File: src/rtl/wm_pkg.sv
`timescale 1ns/1ps
package wm_pkg;
    localparam int unsigned NUM_EVT = 5;

    localparam logic [11:0] OFF_CTRL = 12'h000;
    localparam logic [11:0] OFF_CYC  = 12'h004;
    localparam int unsigned OFF_EVT0 = 8;
    localparam logic [11:0] OFF_PC   = 12'h01C;
    localparam int unsigned OFF_CMP0 = 32;
    localparam int unsigned CMP_STRIDE = 16;

    localparam logic [3:0] KIND_OFF = 4'd0;
    localparam logic [3:0] KIND_RD  = 4'd5;
    localparam logic [3:0] KIND_WR  = 4'd6;
    localparam logic [3:0] KIND_ANY = 4'd7;

    localparam int unsigned FN_ACT_BIT    = 4;
    localparam int unsigned FN_STICKY_BIT = 24;

    function automatic logic kind_match(input logic [3:0] kind, input logic is_wr);
        logic ok;
        case (kind)
            KIND_RD:  ok = !is_wr;
            KIND_WR:  ok = is_wr;
            KIND_ANY: ok = 1'b1;
            default:  ok = 1'b0;
        endcase
        return ok;
    endfunction
endpackage

File: src/rtl/wm_cyc_ctr.sv
`timescale 1ns/1ps
module wm_cyc_ctr #(
    parameter int unsigned W = 32
) (
    input  logic         clk,
    input  logic         rst_n,
    input  logic         run,
    input  logic         wr_en,
    input  logic [W-1:0] wr_val,
    output logic [W-1:0] cnt
);
    typedef struct packed {
        logic [W-1:0] cnt;
    } cyc_st_t;

    cyc_st_t st_d, st_q;

    always_comb begin
        st_d = st_q;
        if (wr_en)
            st_d.cnt = wr_val;
        else if (run)
            st_d.cnt = st_q.cnt + W'(1);
    end

    always_ff @(posedge clk or negedge rst_n) begin
        if (!rst_n) st_q <= '0;
        else        st_q <= st_d;
    end

    assign cnt = st_q.cnt;


    cyc_step_chk: assert property (@(posedge clk) disable iff (!rst_n)
        (run && !wr_en) |=> (cnt == $past(cnt) + W'(1)));

    cyc_wrap_chk: assert property (@(posedge clk) disable iff (!rst_n)
        (run && !wr_en && cnt == '1) |=> (cnt == '0));

    cyc_hold_chk: assert property (@(posedge clk) disable iff (!rst_n)
        (!run && !wr_en) |=> $stable(cnt));
endmodule

File: src/rtl/wm_evt_ctr.sv
`timescale 1ns/1ps
module wm_evt_ctr #(
    parameter int unsigned W = 8
) (
    input  logic         clk,
    input  logic         rst_n,
    input  logic         tick,
    input  logic         wr_en,
    input  logic [W-1:0] wr_val,
    output logic [W-1:0] cnt,
    output logic         ovf
);
    typedef struct packed {
        logic [W-1:0] cnt;
        logic         ovf;
    } evt_st_t;

    evt_st_t st_d, st_q;

    always_comb begin
        st_d     = st_q;
        st_d.ovf = 1'b0;
        if (wr_en)
            st_d.cnt = wr_val;
        else if (tick)
            {st_d.ovf, st_d.cnt} = {1'b0, st_q.cnt} + (W+1)'(1);
    end

    always_ff @(posedge clk or negedge rst_n) begin
        if (!rst_n) st_q <= '0;
        else        st_q <= st_d;
    end

    assign cnt = st_q.cnt;
    assign ovf = st_q.ovf;


    evt_step_chk: assert property (@(posedge clk) disable iff (!rst_n)
        (tick && !wr_en) |=> (cnt == $past(cnt) + W'(1)));

    evt_wrap_chk: assert property (@(posedge clk) disable iff (!rst_n)
        (tick && !wr_en && cnt == '1) |=> (ovf && cnt == '0));

    evt_hold_chk: assert property (@(posedge clk) disable iff (!rst_n)
        (!tick && !wr_en) |=> ($stable(cnt) && !ovf));
endmodule

File: src/rtl/wm_cmp.sv
`timescale 1ns/1ps
module wm_cmp
    import wm_pkg::*;
#(
    parameter int unsigned AW = 32,
    parameter int unsigned MW = 5
) (
    input  logic          clk,
    input  logic          rst_n,
    input  logic          gate,
    input  logic          bus_valid,
    input  logic          bus_write,
    input  logic [AW-1:0] bus_addr,
    input  logic          set_addr,
    input  logic          set_mask,
    input  logic          set_func,
    input  logic [AW-1:0] wval_addr,
    input  logic [MW-1:0] wval_mask,
    input  logic [4:0]    wval_func,
    input  logic          rd_func,
    output logic [AW-1:0] addr_o,
    output logic [MW-1:0] mask_o,
    output logic [3:0]    kind_o,
    output logic          act_o,
    output logic          sticky_o,
    output logic          hit_halt,
    output logic          hit_evt
);
    typedef struct packed {
        logic [AW-1:0] addr;
        logic [MW-1:0] mask;
        logic [3:0]    kind;
        logic          act;
        logic          sticky;
    } cmp_st_t;

    cmp_st_t       st_d, st_q;
    logic [AW-1:0] care;
    logic          hit;

    always_comb begin
        care = {AW{1'b1}} << st_q.mask;
        hit  = gate && bus_valid && kind_match(st_q.kind, bus_write)
               && (((bus_addr ^ st_q.addr) & care) == '0);

        st_d = st_q;
        if (set_addr) st_d.addr = wval_addr;
        if (set_mask) st_d.mask = wval_mask;
        if (set_func) begin
            st_d.kind = wval_func[3:0];
            st_d.act  = wval_func[FN_ACT_BIT];
        end
        if (hit)
            st_d.sticky = 1'b1;
        else if (rd_func)
            st_d.sticky = 1'b0;
    end

    always_ff @(posedge clk or negedge rst_n) begin
        if (!rst_n) st_q <= '0;
        else        st_q <= st_d;
    end

    assign addr_o   = st_q.addr;
    assign mask_o   = st_q.mask;
    assign kind_o   = st_q.kind;
    assign act_o    = st_q.act;
    assign sticky_o = st_q.sticky;
    assign hit_halt = hit && !st_q.act;
    assign hit_evt  = hit && st_q.act;


    sticky_set_chk: assert property (@(posedge clk) disable iff (!rst_n)
        (hit_halt || hit_evt) |=> sticky_o);

    sticky_clr_chk: assert property (@(posedge clk) disable iff (!rst_n)
        (rd_func && !hit_halt && !hit_evt) |=> !sticky_o);

    gate_off_chk: assert property (@(posedge clk) disable iff (!rst_n)
        !gate |-> !(hit_halt || hit_evt));

    kind_off_chk: assert property (@(posedge clk) disable iff (!rst_n)
        (kind_o == KIND_OFF) |-> !(hit_halt || hit_evt));
endmodule

File: src/rtl/cycwatch_top.sv
`timescale 1ns/1ps
module cycwatch_top
    import wm_pkg::*;
#(
    parameter int unsigned NUM_CMP = 4,
    parameter int unsigned CYC_W   = 32,
    parameter int unsigned EVT_W   = 8,
    parameter int unsigned AW      = 32,
    parameter int unsigned MASK_W  = 5
) (
    input  logic               clk,
    input  logic               rst_n,
    input  logic               trace_en,
    input  logic               reg_wr,
    input  logic               reg_rd,
    input  logic [11:0]        reg_addr,
    input  logic [31:0]        reg_wdata,
    output logic [31:0]        reg_rdata,
    input  logic [31:0]        pc_in,
    input  logic [NUM_EVT-1:0] ev_in,
    input  logic               bus_valid,
    input  logic               bus_write,
    input  logic [AW-1:0]      bus_addr,
    output logic               halt_req,
    output logic [NUM_CMP-1:0] watch_evt,
    output logic [NUM_EVT-1:0] ovf_evt
);
    localparam int unsigned CMP_END = OFF_CMP0 + CMP_STRIDE * NUM_CMP;

    typedef struct packed {
        logic cyc_on;
    } ctrl_st_t;

    ctrl_st_t ctrl_d, ctrl_q;

    logic               cyc_wr;
    logic [CYC_W-1:0]   cyc_cnt;
    logic [NUM_EVT-1:0] evt_wr;
    logic [EVT_W-1:0]   evt_cnt [NUM_EVT];
    logic [NUM_CMP-1:0] cmp_set_addr, cmp_set_mask, cmp_set_func, cmp_rd_func;
    logic [AW-1:0]      cmp_addr   [NUM_CMP];
    logic [MASK_W-1:0]  cmp_mask   [NUM_CMP];
    logic [3:0]         cmp_kind   [NUM_CMP];
    logic [NUM_CMP-1:0] cmp_act, cmp_sticky, cmp_halt, cmp_evt;

    // decode and control next state
    always_comb begin
        ctrl_d = ctrl_q;
        if (reg_wr && reg_addr == OFF_CTRL)
            ctrl_d.cyc_on = reg_wdata[0];
        cyc_wr = reg_wr && (reg_addr == OFF_CYC);
        for (int i = 0; i < NUM_EVT; i++)
            evt_wr[i] = reg_wr && (reg_addr == 12'(OFF_EVT0 + 4*i));
        for (int i = 0; i < NUM_CMP; i++) begin
            cmp_set_addr[i] = reg_wr && (reg_addr == 12'(OFF_CMP0 + CMP_STRIDE*i));
            cmp_set_mask[i] = reg_wr && (reg_addr == 12'(OFF_CMP0 + CMP_STRIDE*i + 4));
            cmp_set_func[i] = reg_wr && (reg_addr == 12'(OFF_CMP0 + CMP_STRIDE*i + 8));
            cmp_rd_func[i]  = reg_rd && (reg_addr == 12'(OFF_CMP0 + CMP_STRIDE*i + 8));
        end
    end

    always_ff @(posedge clk or negedge rst_n) begin
        if (!rst_n) ctrl_q <= '0;
        else        ctrl_q <= ctrl_d;
    end

    wm_cyc_ctr #(.W(CYC_W)) u_cyc (
        .clk    (clk),
        .rst_n  (rst_n),
        .run    (trace_en && ctrl_q.cyc_on),
        .wr_en  (cyc_wr),
        .wr_val (reg_wdata[CYC_W-1:0]),
        .cnt    (cyc_cnt)
    );

    for (genvar g = 0; g < NUM_EVT; g++) begin : g_evt
        wm_evt_ctr #(.W(EVT_W)) u_evt (
            .clk    (clk),
            .rst_n  (rst_n),
            .tick   (trace_en && ev_in[g]),
            .wr_en  (evt_wr[g]),
            .wr_val (reg_wdata[EVT_W-1:0]),
            .cnt    (evt_cnt[g]),
            .ovf    (ovf_evt[g])
        );
    end

    for (genvar g = 0; g < NUM_CMP; g++) begin : g_cmp
        wm_cmp #(.AW(AW), .MW(MASK_W)) u_cmp (
            .clk       (clk),
            .rst_n     (rst_n),
            .gate      (trace_en),
            .bus_valid (bus_valid),
            .bus_write (bus_write),
            .bus_addr  (bus_addr),
            .set_addr  (cmp_set_addr[g]),
            .set_mask  (cmp_set_mask[g]),
            .set_func  (cmp_set_func[g]),
            .wval_addr (reg_wdata[AW-1:0]),
            .wval_mask (reg_wdata[MASK_W-1:0]),
            .wval_func (reg_wdata[4:0]),
            .rd_func   (cmp_rd_func[g]),
            .addr_o    (cmp_addr[g]),
            .mask_o    (cmp_mask[g]),
            .kind_o    (cmp_kind[g]),
            .act_o     (cmp_act[g]),
            .sticky_o  (cmp_sticky[g]),
            .hit_halt  (cmp_halt[g]),
            .hit_evt   (cmp_evt[g])
        );
    end

    assign halt_req  = |cmp_halt;
    assign watch_evt = cmp_evt;

    // read mux
    always_comb begin
        logic [31:0] fw;
        reg_rdata = '0;
        fw        = '0;
        if (reg_addr == OFF_CTRL) reg_rdata = {31'b0, ctrl_q.cyc_on};
        if (reg_addr == OFF_CYC)  reg_rdata = 32'(cyc_cnt);
        if (reg_addr == OFF_PC)   reg_rdata = pc_in;
        for (int i = 0; i < NUM_EVT; i++)
            if (reg_addr == 12'(OFF_EVT0 + 4*i)) reg_rdata = 32'(evt_cnt[i]);
        if (32'(reg_addr) >= OFF_CMP0 && 32'(reg_addr) < CMP_END) begin
            for (int i = 0; i < NUM_CMP; i++) begin
                if (reg_addr == 12'(OFF_CMP0 + CMP_STRIDE*i))
                    reg_rdata = 32'(cmp_addr[i]);
                if (reg_addr == 12'(OFF_CMP0 + CMP_STRIDE*i + 4))
                    reg_rdata = 32'(cmp_mask[i]);
                if (reg_addr == 12'(OFF_CMP0 + CMP_STRIDE*i + 8)) begin
                    fw                = '0;
                    fw[3:0]           = cmp_kind[i];
                    fw[FN_ACT_BIT]    = cmp_act[i];
                    fw[FN_STICKY_BIT] = cmp_sticky[i];
                    reg_rdata         = fw;
                end
            end
        end
    end


    halt_src_chk: assert property (@(posedge clk) disable iff (!rst_n)
        halt_req |-> (bus_valid && trace_en));

    evt_src_chk: assert property (@(posedge clk) disable iff (!rst_n)
        (watch_evt != '0) |-> (bus_valid && trace_en));

    ctrl_hold_chk: assert property (@(posedge clk) disable iff (!rst_n)
        !(reg_wr && reg_addr == OFF_CTRL) |=> $stable(ctrl_q.cyc_on));
endmodule

File: config.mk
export PLATFORM = sky130hd
export DESIGN_NAME = cycwatch_top
export DESIGN_NICKNAME = d
export VERILOG_FILES = /design/src/rtl/wm_pkg.sv /design/src/rtl/wm_cyc_ctr.sv /design/src/rtl/wm_evt_ctr.sv /design/src/rtl/wm_cmp.sv /design/src/rtl/cycwatch_top.sv
export SDC_FILE = /design/constraint.sdc
export NUM_CORES = 1
export LEC_CHECK = 0
export ABC_AREA = 1
export BUFFER_PORTS_ARGS = -buffer_cell sky130_fd_sc_hd__buf_4
export CORE_ASPECT_RATIO = 1.4
export CORE_MARGIN = 1
export CORE_UTILIZATION = 44
export DETAILED_ROUTE_END_ITERATION = 6
export HOLD_SLACK_MARGIN = 0.02
export PLACE_DENSITY = 0.73
export SYNTH_ARGS = -nofsm -noshare
export SYNTH_HDL_FRONTEND = slang
export SYNTH_SLANG_ARGS = --single-unit
File: constraint.sdc
create_clock -name clk -period 2.5 [get_ports clk]
set_clock_uncertainty 0.05 [all_clocks]
set_input_delay 0.25 -clock clk [delete_from_list [all_inputs] [get_ports clk]]
set_output_delay 0.25 -clock clk [all_outputs]
set_load 0.02 [all_outputs]
==> metrics.txt, run 1 <==
outcome finished with violations; failing checks setup timing; vias per cell about 5.7; VDD IR max 0.6620 mV; max_slew headroom 0.4194; initial DRC count 1664; GR Util All Layers 0.3633; Most used DFF post-synth dfrtp_1; Detail Route Antenna Nets 0; critical path's slowest cell dfrtp_2; main combinational cell family by area after synthesis simple AND/OR/NAND/NOR gates; total CTS buffers 26; die footprint between 0.03 and 0.04 mm²; hold path depth 3; Die Span X between 150 and 200 µm; Clock transition at path regs ~0.070 ns; register bit total from synthesis 250; CORE AREA about 0.036 mm²; sequential share of the synthesized area 0.3934; max-cap violation count 0; # rows 82; Worst R2R Path Depth 16; Post-synth EDFFs 0; Post-synth ARST share 1.000; RSZ-0062 raised after global routing yes; post-synthesis cell area 0.01590 mm²; min-delay worst type input pin to flip-flop; Port Buf Inserts 161; Worst EP required 2.20 ns; total congestion overflow 0; Synth area leader dfrtp_1; adder-cell area share of the yosys netlist 0.004721; drt total wl 68090 µm; Sw Pwr 3328 µW; Power Density 473.9 mW/mm²; Fin. Hold Viols 0; Inst Count DP about 3000; min Tclk post-route about 3.2 ns; number of global-route vias before repair 17690; Hold Worst Slack ~0.048 ns; DR pass1 iterations 6; xor/xnor share of the synthesized area 0.08537; worst skew pair latency 0.57 ns; syn_nets roughly 2300; Residual DRC 0; largest fanout on the critical path 4; initial antenna violation count 0; Crit path largest cell delay approximately 0.43 ns; critical path cell sequence buf_6 -> nand2_4 -> o22ai_2 -> o21ai_1 -> nor3_1 -> nand3_1 -> a2111oi_2 -> buf_4 -> o21ai_2 -> buf_6 -> o22ai_2 -> inv_1 -> o221ai_2 -> buf_4; internal power 7422 µW; final slew viol count 0; Yosys warning total 0; sequential share of power 0.442; Worst-Margin Slew 0.8700 ns; post-synthesis mux area share 0; pin count of the biggest net entering global routing 71; via count 18100; Setup Total Neg Slack -4.256 ns; pre-CTS setup slack -0.5302 ns; Die Span Y 226.9 µm; wire per inst about 21 µm; synth cell count leaders 549 x nand2_1, 304 x o21ai_0, 250 x dfrtp_1; Non-Filler Instances between 3000 and 4000; H-tree levels 1; synth top area cells dfrtp_1 39%, nand2_1 13%, o21ai_0 9.6%; Avg Synthesized Cell Area between 7 and 8 µm²; Max Fclk between 300 and 400 MHz; top-count cell post-synth nand2_1; CTS tree yes; top cell type's share of synthesized area 0.3934; Top-Level Pins 162; Area Overhead vs Synth 42.65%; critical path class flip-flop to primary output; root buf cell clkbuf_16; Simple-Gate Fraction of Synth Area 0.2345; gp weighted congestion 1.007; Sw Ratio 0.3096; Post-Syn Instances 2185; Compound-Gate Fraction of Synth Area 0.1939; Max Root-Sink Buffers 3; Critical Path Sink Type primary output; Setup WS post-layout -0.6560 ns; post-synth cell types 53; Clock power frac 0.375; first-pass GRT wire length slightly above 100000 µm; combinational fraction of design power 0.183; P_leak 0.01117 µW; Final nets approximately 2800; post-layout util 0.6354; Worst setup SP type flip-flop; critical path arrival 2.86 ns; layout cells sized above 1 0.3160; fin crit share 1.262; Starting Density 0.4454; DP HPWL a little over 50000 µm; setup violators final 16; CTS sink count 250
power groups by stage:
| stage | sequential (µW) | clock, µW | combinational, µW |
|---|---|---|---|
| after floorplan | 4670 | 0 | 901 |
| after global placement | 4800 | 0 | 1590 |
| after detailed placement | 4810 | 0 | 1630 |
| after CTS | 4730 | 4030 | 1880 |
| after global routing | 4770 | 4190 | 2140 |
| final | 4750 | 4030 | 1970 |
routing by layer:
| layer | part of all wire | GRT usage | vias to the layer above |
|---|---|---|---|
| li1 | - | - | 8246 |
| met1 | 0.37 | 0.4457 | 8631 |
| met2 | 0.48 | 0.6161 | 1000 |
| met3 | 0.084 | 0.04208 | 227 |
| met4 | 0.065 | 0.2113 | 0 |
| met5 | 0 | 0 | - |
state kept, by name (all words and copies together) (netlist names):
name,cells
g_cmp.u_cmp.addr_o,128
g_evt.u_evt.cnt,40
u_cyc.cnt,32
g_cmp.u_cmp.mask_o,20
g_cmp.u_cmp.kind_o,16
g_evt.u_evt.ovf,5
g_cmp.u_cmp.act_o,4
g_cmp.u_cmp.sticky_o,4
ctrl_q,1
area by class of cell:
cell class | count | area, µm²
fill | 3098 | 13020
multi-input combinational | 1574 | 9183
sequential | 250 | 6272
timing repair buffer | 575 | 4748
inverter | 271 | 1045
clock buffer | 36 | 759.5
tap | 462 | 578.1
clock inverter | 12 | 97.59
antenna | 1 | 2.502
cells in the final DEF (no fill, tap or decap), types with 12 or more instances in the layout:
cell and n:
nor2_1 127, dfrtp_1 237, o21ai_0 269, nand2_4 12, nor2_2 16, inv_1 226, nand2_1 510, o21ai_2 14
buf_4 487, dfrtp_2 13, clkbuf_16 28, o21ai_1 29, o221ai_1 28, dlygate4sd3_1 17, nand3_1 68, inv_2 31
xnor2_1 48, buf_12 12, a21oi_1 51, buf_6 57, xor2_1 105, nand3_2 16, nand4_1 21, nand2_2 33
nor3_1 18, nor2_4 22, o22ai_1 35
critical path: cells and delay by family (launching register included):
family                 cells  cell delay [ns]
buffers and inverters      5             0.66
AOI/OAI and AO/OA          6             0.85
and+or+nand+nor            3             0.34
DFF                        1             0.43
path summary, 6_finish.rpt:
kind | start | to | slack (ns)
max | g_cmp[1].u_cmp.mask_o[2] | halt_req | -0.66
min | reg_wdata[28] | g_cmp[1].u_cmp.addr_o[28] | 0.05
max reg2reg | u_cyc.cnt[0] | u_cyc.cnt[30] | -0.13
min reg2reg | g_cmp[2].u_cmp.kind_o[3] | g_cmp[2].u_cmp.kind_o[3] | 0.44
max in group asynchronous | rst_n | g_evt[0].u_evt.cnt[4] | 1.45
min in group asynchronous | rst_n | g_cmp[2].u_cmp.addr_o[23] | 0.18
what timing repair did:
action / in CTS / in global routing
gates cloned: 0 / 1
pin swaps: 86 / 91
buffers inserted: 48 / 28
resized for setup: 207 / 134
endpoints found under the hold margin: 120 / 0
hold buffers: 17 / 0
setup endpoints to repair: 38 / 47
through the flow:
| stage | total power, µW | instance area, µm² |
|---|---|---|
| 4_1_cts | 10630 | 22040 |
| 3_5_place_dp | 6433 | 19940 |
| 2_1_floorplan | 5576 | 15900 |
| 6_report | 10750 | 22690 |
| 5_1_grt | 11100 | 22680 |
| 3_3_place_gp | 6382 | 19940 |
cell families (layout without fill, tap and decap cells):
kind of cell | Yosys count | in the layout
simple gates | 884 | 884
compound gates | 529 | 529
buf+inv | 361 | 894
flops | 250 | 250
xor+xnor | 155 | 155
fa+ha+maj | 6 | 6
other cells | 0 | 1
(Power assumes the default switching activity.)
==> run 2: changes to the inputs <==
==> constraint.sdc (replaced) <==
create_clock -name clk -period 2.5 [get_ports clk]
set_clock_uncertainty 0.05 [all_clocks]
set_input_delay 0.125 -clock clk [delete_from_list [all_inputs] [get_ports clk]]
set_output_delay 0.125 -clock clk [all_outputs]
set_load 0.02 [all_outputs]
==> metrics.txt, run 2 (synthesis results as in run 1) <==
pin count of the biggest net entering global routing 80 (was 71); min Tclk post-route 3.031 ns (was 3.156 ns); wire per inst 21.98 µm (was 21.41 µm); commonest non-fill, non-tap cell in the layout nand2_1 (unchanged); H-tree levels 1 (unchanged); DP HPWL 52100 µm (was 51100 µm); CTS tree yes (unchanged); failing checks setup timing (unchanged); drt total wl 69180 µm (was 68090 µm); layout cells sized above 1 0.2980 (was 0.3160); Clock power frac 0.392 (was 0.375); Setup WS post-layout -0.5306 ns (was -0.6560 ns); Worst R2R Path Depth 17 (was 16); number of global-route vias before repair 17450 (was 17690); Residual DRC 0 (unchanged); initial antenna violation count 0 (unchanged); critical path arrival 2.86 ns (about the same); setup violators final 15 (was 16); crit path from g_cmp[1].u_cmp.mask_o[2] (unchanged); Non-Filler Instances 3147 (was 3181); combinational fraction of design power 0.187 (was 0.183); CTS sink count 250 (unchanged); Post-Layout Inst Area 0.02247 mm² (was 0.02269 mm²); P_leak 0.01097 µW (was 0.01117 µW); Port Buf Inserts 161 (unchanged); Worst R2R Start u_cyc.cnt[2] (was u_cyc.cnt[0]); via count 17980 (was 18100); Power Density 499.5 mW/mm² (was 473.9 mW/mm²); Detail Route Antenna Nets 0 (unchanged); Clock transition at path regs 0.07 ns (about the same); # rows 82 (unchanged); HP Start reg_wdata[3] (was reg_wdata[28]); reg-to-reg endpoint u_cyc.cnt[31] (was u_cyc.cnt[30]); max_slew headroom 0.4246 (was 0.4194); Sw Pwr 3348 µW (was 3328 µW); Final nets 2790 (was 2824); root buf cell clkbuf_16 (unchanged); Worst setup SP type flip-flop (unchanged); outcome finished with violations (unchanged); critical path class flip-flop to primary output (unchanged); placement-stage cell area 0.01958 mm² (was 0.01994 mm²); VDD IR max 0.6544 mV (was 0.6620 mV); Critical Path Sink Type primary output (unchanged); Inst Count DP 2999 (was 3048); RSZ-0062 raised after global routing yes (unchanged); post-layout util 0.6292 (was 0.6354); gp weighted congestion 1.004 (was 1.007); sequential share of power 0.421 (was 0.442); DR pass1 iterations 6 (unchanged); total congestion overflow 0 (unchanged); hold path depth 3 (unchanged); WHS Endpoint g_cmp[3].u_cmp.kind_o[3] (was g_cmp[1].u_cmp.addr_o[28]); commonest cells after routing, fill and taps aside 516 x nand2_1, 456 x buf_4, 275 x o21ai_0 (was 510 x nand2_1, 487 x buf_4, 269 x o21ai_0); Top-Level Pins 162 (unchanged); Worst-Margin Slew 0.8621 ns (was 0.8700 ns); worst skew pair latency 0.59 ns (was 0.57 ns); max FFs per register 128 (unchanged); vias per cell 5.712 (was 5.691); first-pass GRT wire length 101700 µm (was 101000 µm); internal power 7874 µW (was 7422 µW); CORE AREA 0.03570 mm² (unchanged); Fin. Hold Viols 0 (unchanged); Sw Ratio 0.2984 (was 0.3096); initial DRC count 1678 (was 1664); total CTS buffers 27 (was 26); max-cap violation count 0 (unchanged); die footprint 0.03692 mm² (unchanged); Worst EP required 2.33 ns (was 2.20 ns); GR Util All Layers 0.3684 (was 0.3633); Die Span X 162.7 µm (unchanged); final slew viol count 0 (unchanged); Die Span Y 226.9 µm (unchanged); Max Root-Sink Buffers 3 (unchanged); largest fanout on the critical path 4 (unchanged); fin crit share 1.212 (was 1.262); r2r setup slk -0.25 ns (was -0.13 ns); Area Overhead vs Synth 41.27% (was 42.65%); Max Fclk 330.0 MHz (was 316.9 MHz); Starting Density 0.4454 (unchanged); final antenna diode count 0 (was 1); Hold Worst Slack 0.06317 ns (was 0.04824 ns); min-delay worst type input pin to flip-flop (unchanged)
[run 2: changes by cell type in the layout (fill, tap and decap cells not counted), sizes merged]
| cell | previous run | this run |
|---|---|---|
| buf | 557 | 504 |
| dlygate4sd3 | 17 | 35 |
| bufinv | 1 | 4 |
| clkinv | 16 | 14 |
| clkbuf | 37 | 38 |
| clkinvlp | 2 | 1 |
| diode | 1 | 0 |
| inv | 264 | 265 |
[run 2: what timing repair did]
action / CTS / global route
endpoints found under the setup margin: 20 / 48
hold endpoints to repair: 334 / 0
hold buffers: 35 / 0
gates cloned: 0 / 1
gates resized for setup: 132 / 172
pin swaps: 54 / 112
buffers inserted: 41 / 36
[run 2: cell type report]
class                   instances  area (µm²)
clock buffers                  37       783.3
inverters                     271        1041
well taps                     462       578.1
clock inverters                13       175.2
flip-flops and latches        250        6272
repair buffers                540        4439
fillers                      3117       13240
multi-input cells            1574        9178
[run 2: how the worst max path moves through the flow]
stage | cells past startpoint | slack (ns) | to
after CTS | 11 | -0.45 | halt_req
final | 13 | -0.53 | halt_req
after global routing | 14 | -0.57 | halt_req
after floorplan | 13 | 0.26 | u_cyc.cnt[30]
after detailed placement | 12 | -0.41 | halt_req
after global placement | 12 | -0.38 | halt_req
[run 2: power groups by stage]
stage          Combinational (µW)  Sequential, µW  Clock (µW)
6_report                     2100            4720        4400
5_1_grt                      2280            4750        4590
4_1_cts                      1940            4690        4410
3_5_place_dp                 1640            4780           0
3_3_place_gp                 1610            4770           0
2_1_floorplan                 901            4670           0
[run 2: worst max-delay path, stage by stage, from the launching register on]
cell and delay, ns:
dfrtp_1 0.39, buf_4 0.15, nand2_4 0.05, o22ai_1 0.15, o21ai_1 0.09, nor3_1 0.20, nand3_1 0.11, a2111oi_2 0.38
buf_4 0.21, o21ai_4 0.08, o22ai_2 0.14, inv_1 0.07, o221ai_2 0.06, buf_4 0.17
[run 2: per-layer routing]
layer | vias to the layer above | part of all wire | global-route usage
met3 | 254 | 0.080 | 0.05119
met5 | - | 0 | 0
met4 | 0 | 0.066 | 0.2165
li1 | 8185 | - | -
met1 | 8555 | 0.37 | 0.4471
met2 | 982 | 0.48 | 0.6232
[run 2: through the flow]
stage	setup slack, ns	total power [µW]	TNS [ns]
2_1_floorplan	0.2556	5576	0
3_3_place_gp	-0.3832	6373	-1.413
3_5_place_dp	-0.4115	6420	-1.670
4_1_cts	-0.4489	11050	-3.794
5_1_grt	-0.5728	11620	-6.029
6_report	-0.5306	11220	-3.241
==> run 3: changes to the inputs <==
--- a/config.mk
+++ b/config.mk
@@ -11,6 +11,7 @@
 export CORE_MARGIN = 1
 export CORE_UTILIZATION = 44
 export DETAILED_ROUTE_END_ITERATION = 6
+export GPL_TIMING_DRIVEN = 0
 export HOLD_SLACK_MARGIN = 0.02
 export PLACE_DENSITY = 0.73
 export SYNTH_ARGS = -nofsm -noshare
==> metrics.txt, run 3 (synthesis results as in run 1) <==
min Tclk post-route 3.091 ns (was 3.031 ns); Starting Density 0.4454 (unchanged); met1 wire length 26750 µm (was 25760 µm); max-cap violation count 0 (unchanged); Die Span X 162.7 µm (unchanged); Worst setup SP type flip-flop (unchanged); Worst-Margin Slew 0.8285 ns (was 0.8621 ns); total congestion overflow 0 (unchanged); Filler cells 3296 (was 3117); critical path arrival 2.92 ns (was 2.86 ns); fin crit share 1.236 (was 1.212); final slew viol count 0 (unchanged); commonest cells after routing, fill and taps aside 503 x nand2_1, 283 x o21ai_0, 237 x buf_4 (was 516 x nand2_1, 456 x buf_4, 275 x o21ai_0); setup violators final 18 (was 15); first-pass GRT wire length 104000 µm (was 101700 µm); CTS tree yes (unchanged); GR Util All Layers 0.3835 (was 0.3684); Worst EP required 2.33 ns (about the same); DR pass1 iterations 7 (was 6); WP depth 11 (was 13); critical path class flip-flop to primary output (unchanged); Max Used Layer met4 (unchanged); Clock transition at path regs 0.06 ns (was 0.07 ns); gp weighted congestion 0.9964 (was 1.004); Setup Total Neg Slack -3.732 ns (was -3.241 ns); Worst R2R Path Depth 17 (unchanged); Area Overhead vs Synth 32.23% (was 41.27%); Top-Level Pins 162 (unchanged); Power Total 10830 µW (was 11220 µW); CORE AREA 0.03570 mm² (unchanged); worst skew pair latency 0.57 ns (was 0.59 ns); # rows 82 (unchanged); Power Density 515.1 mW/mm² (was 499.5 mW/mm²); wire length on met3 5519 µm (was 5534 µm); wire per inst 24.02 µm (was 21.98 µm); root buf cell clkbuf_16 (unchanged); sum of buffers and inverters on the critical path 4 (unchanged); Final nets 2624 (was 2790); failing checks DRC, setup timing (was setup timing); Setup WS post-layout -0.5906 ns (was -0.5306 ns); Port Buf Inserts 148 (was 161); max FFs per register 128 (unchanged); layout cells sized above 1 0.2428 (was 0.2980); CTS sink count 250 (unchanged); largest fanout on the critical path 3 (was 4); P_leak 0.009960 µW (was 0.01097 µW); Fin. Hold Viols 0 (unchanged); DP HPWL 53320 µm (was 52100 µm); critical path's slowest cell or3_4 (was dfrtp_1); via count 17610 (was 17980); Critical Path Sink Type primary output (unchanged); die footprint 0.03692 mm² (unchanged); drt total wl 71540 µm (was 69180 µm); Crit path largest cell delay 0.39 ns (about the same); Die Span Y 226.9 µm (unchanged); register area 0.006284 mm² (was 0.006272 mm²); Residual DRC 1 (was 0); Top cell by count, worst path buf_4 (unchanged); critical path cell sequence inv_2 -> or3_4 -> nor4_4 -> nand3_1 -> a2111oi_2 -> o21ai_1 -> buf_4 -> o22ai_2 -> inv_1 -> o221ai_2 -> buf_4 (was buf_4 -> nand2_4 -> o22ai_1 -> o21ai_1 -> nor3_1 -> nand3_1 -> a2111oi_2 -> buf_4 -> o21ai_4 -> o22ai_2 -> inv_1 -> o221ai_2 -> buf_4); final antenna diode count 0 (unchanged); total CTS buffers 27 (unchanged); VDD IR max 0.6077 mV (was 0.6544 mV); Max Root-Sink Buffers 3 (unchanged); outcome finished with violations (unchanged); min-delay worst type input pin to asynchronous set/reset pin (was input pin to flip-flop); CP top delay family simple AND/OR/NAND/NOR gates (was compound AO/OA/AOI/OAI gates); max_slew headroom 0.4476 (was 0.4246); H-tree levels 1 (unchanged); pin count of the biggest net entering global routing 99 (was 80); vias per cell 5.914 (was 5.712); initial DRC count 1843 (was 1678); area of the multi-input gates 0.009371 mm² (was 0.009178 mm²); initial antenna violation count 0 (unchanged); Max Fclk 323.6 MHz (was 330.0 MHz); commonest non-fill, non-tap cell in the layout nand2_1 (unchanged); RSZ-0062 raised after global routing yes (unchanged); met2 WL 34170 µm (was 33300 µm); Detail Route Antenna Nets 0 (unchanged); number of global-route vias before repair 17000 (was 17450)
run 3: cell types whose count changed in the layout (fill, tap and decap cells not counted), moves of 10 or more:
cell	change
buf_4	-219
clkbuf_1	+45
nand2_2	+14
nand2_1	-13
buf_6	-11
buf_12	-10
run 3: what timing repair did:
| item | CTS | global route |
|---|---|---|
| endpoints found under the setup margin | 65 | 42 |
| hold buffers | 34 | 0 |
| pin swaps | 87 | 84 |
| resized for setup | 272 | 100 |
| hold endpoints to repair | 394 | 0 |
| buffers inserted | 75 | 30 |
run 3: area by class of cell:
class,instances,share of cell area
Multi-Input combinational cell,1574,0.4457
Sequential cell,250,0.2988
Timing Repair Buffer,289,0.1142
Inverter,271,0.05016
Clock buffer,36,0.03659
Tap cell,462,0.02749
Buffer,85,0.02166
Clock inverter,11,0.005415
run 3: per-layer routing:
metal | vias to the layer above | track usage
li1 | 7863 | -
met1 | 8508 | 0.4707
met2 | 982 | 0.6465
met3 | 260 | 0.04573
met4 | 0 | 0.2291
met5 | - | 0
run 3: worst reg2reg max path, stage by stage, from the launching register on:
cell and delay, ns:
dfrtp_1 0.40, buf_6 0.13, inv_6 0.04, nor3_4 0.21, nand3_2 0.14, nor3_4 0.19
inv_2 0.07, nor3_4 0.19, nand2_2 0.10, inv_2 0.10, nand2_4 0.06, clkinv_4 0.07
nand3_4 0.07, nor2_4 0.13, nand4_1 0.18, xor2_1 0.19, nand2_1 0.07, o221ai_2 0.09
run 3: path summary, 6_finish.rpt:
kind / startpoint / end / slack [ns]
hold reg to reg: g_cmp[2].u_cmp.kind_o[3] / g_cmp[2].u_cmp.kind_o[3] / 0.44
setup reg to reg: u_cyc.cnt[2] / u_cyc.cnt[31] / -0.16
setup / recovery: g_cmp[0].u_cmp.kind_o[2] / halt_req / -0.59
min in group clk: ev_in[0] / g_evt[0].u_evt.cnt[2] / 0.07
max in group asynchronous: rst_n / g_cmp[0].u_cmp.mask_o[1] / 1.39
hold / removal: rst_n / g_cmp[1].u_cmp.addr_o[23] / 0.04
run 3: report_power, final:
part / leakage (µW) / switching, µW / internal (µW) / total [µW]
sequential: 0.00337 / 345 / 4350 / 4690
clock: 0.000436 / 1760 / 2350 / 4120
combinational: 0.00615 / 1170 / 851 / 2020
run 3: metrics by stage:
step	instances	utilization	worst slack, ns	hold slack, ns	cell area, µm²
2_1_floorplan	2185	-	0.2556	-0.2206	15900
3_3_place_gp	2795	0.4927	-1.022	0.2912	17590
3_5_place_dp	2798	0.4949	-0.9723	0.04713	17670
4_1_cts	2949	0.5728	-0.4883	0.02412	20450
5_1_grt	2978	0.5889	-0.6371	0.07650	21030
6_report	2978	0.5889	-0.5906	0.04288	21030
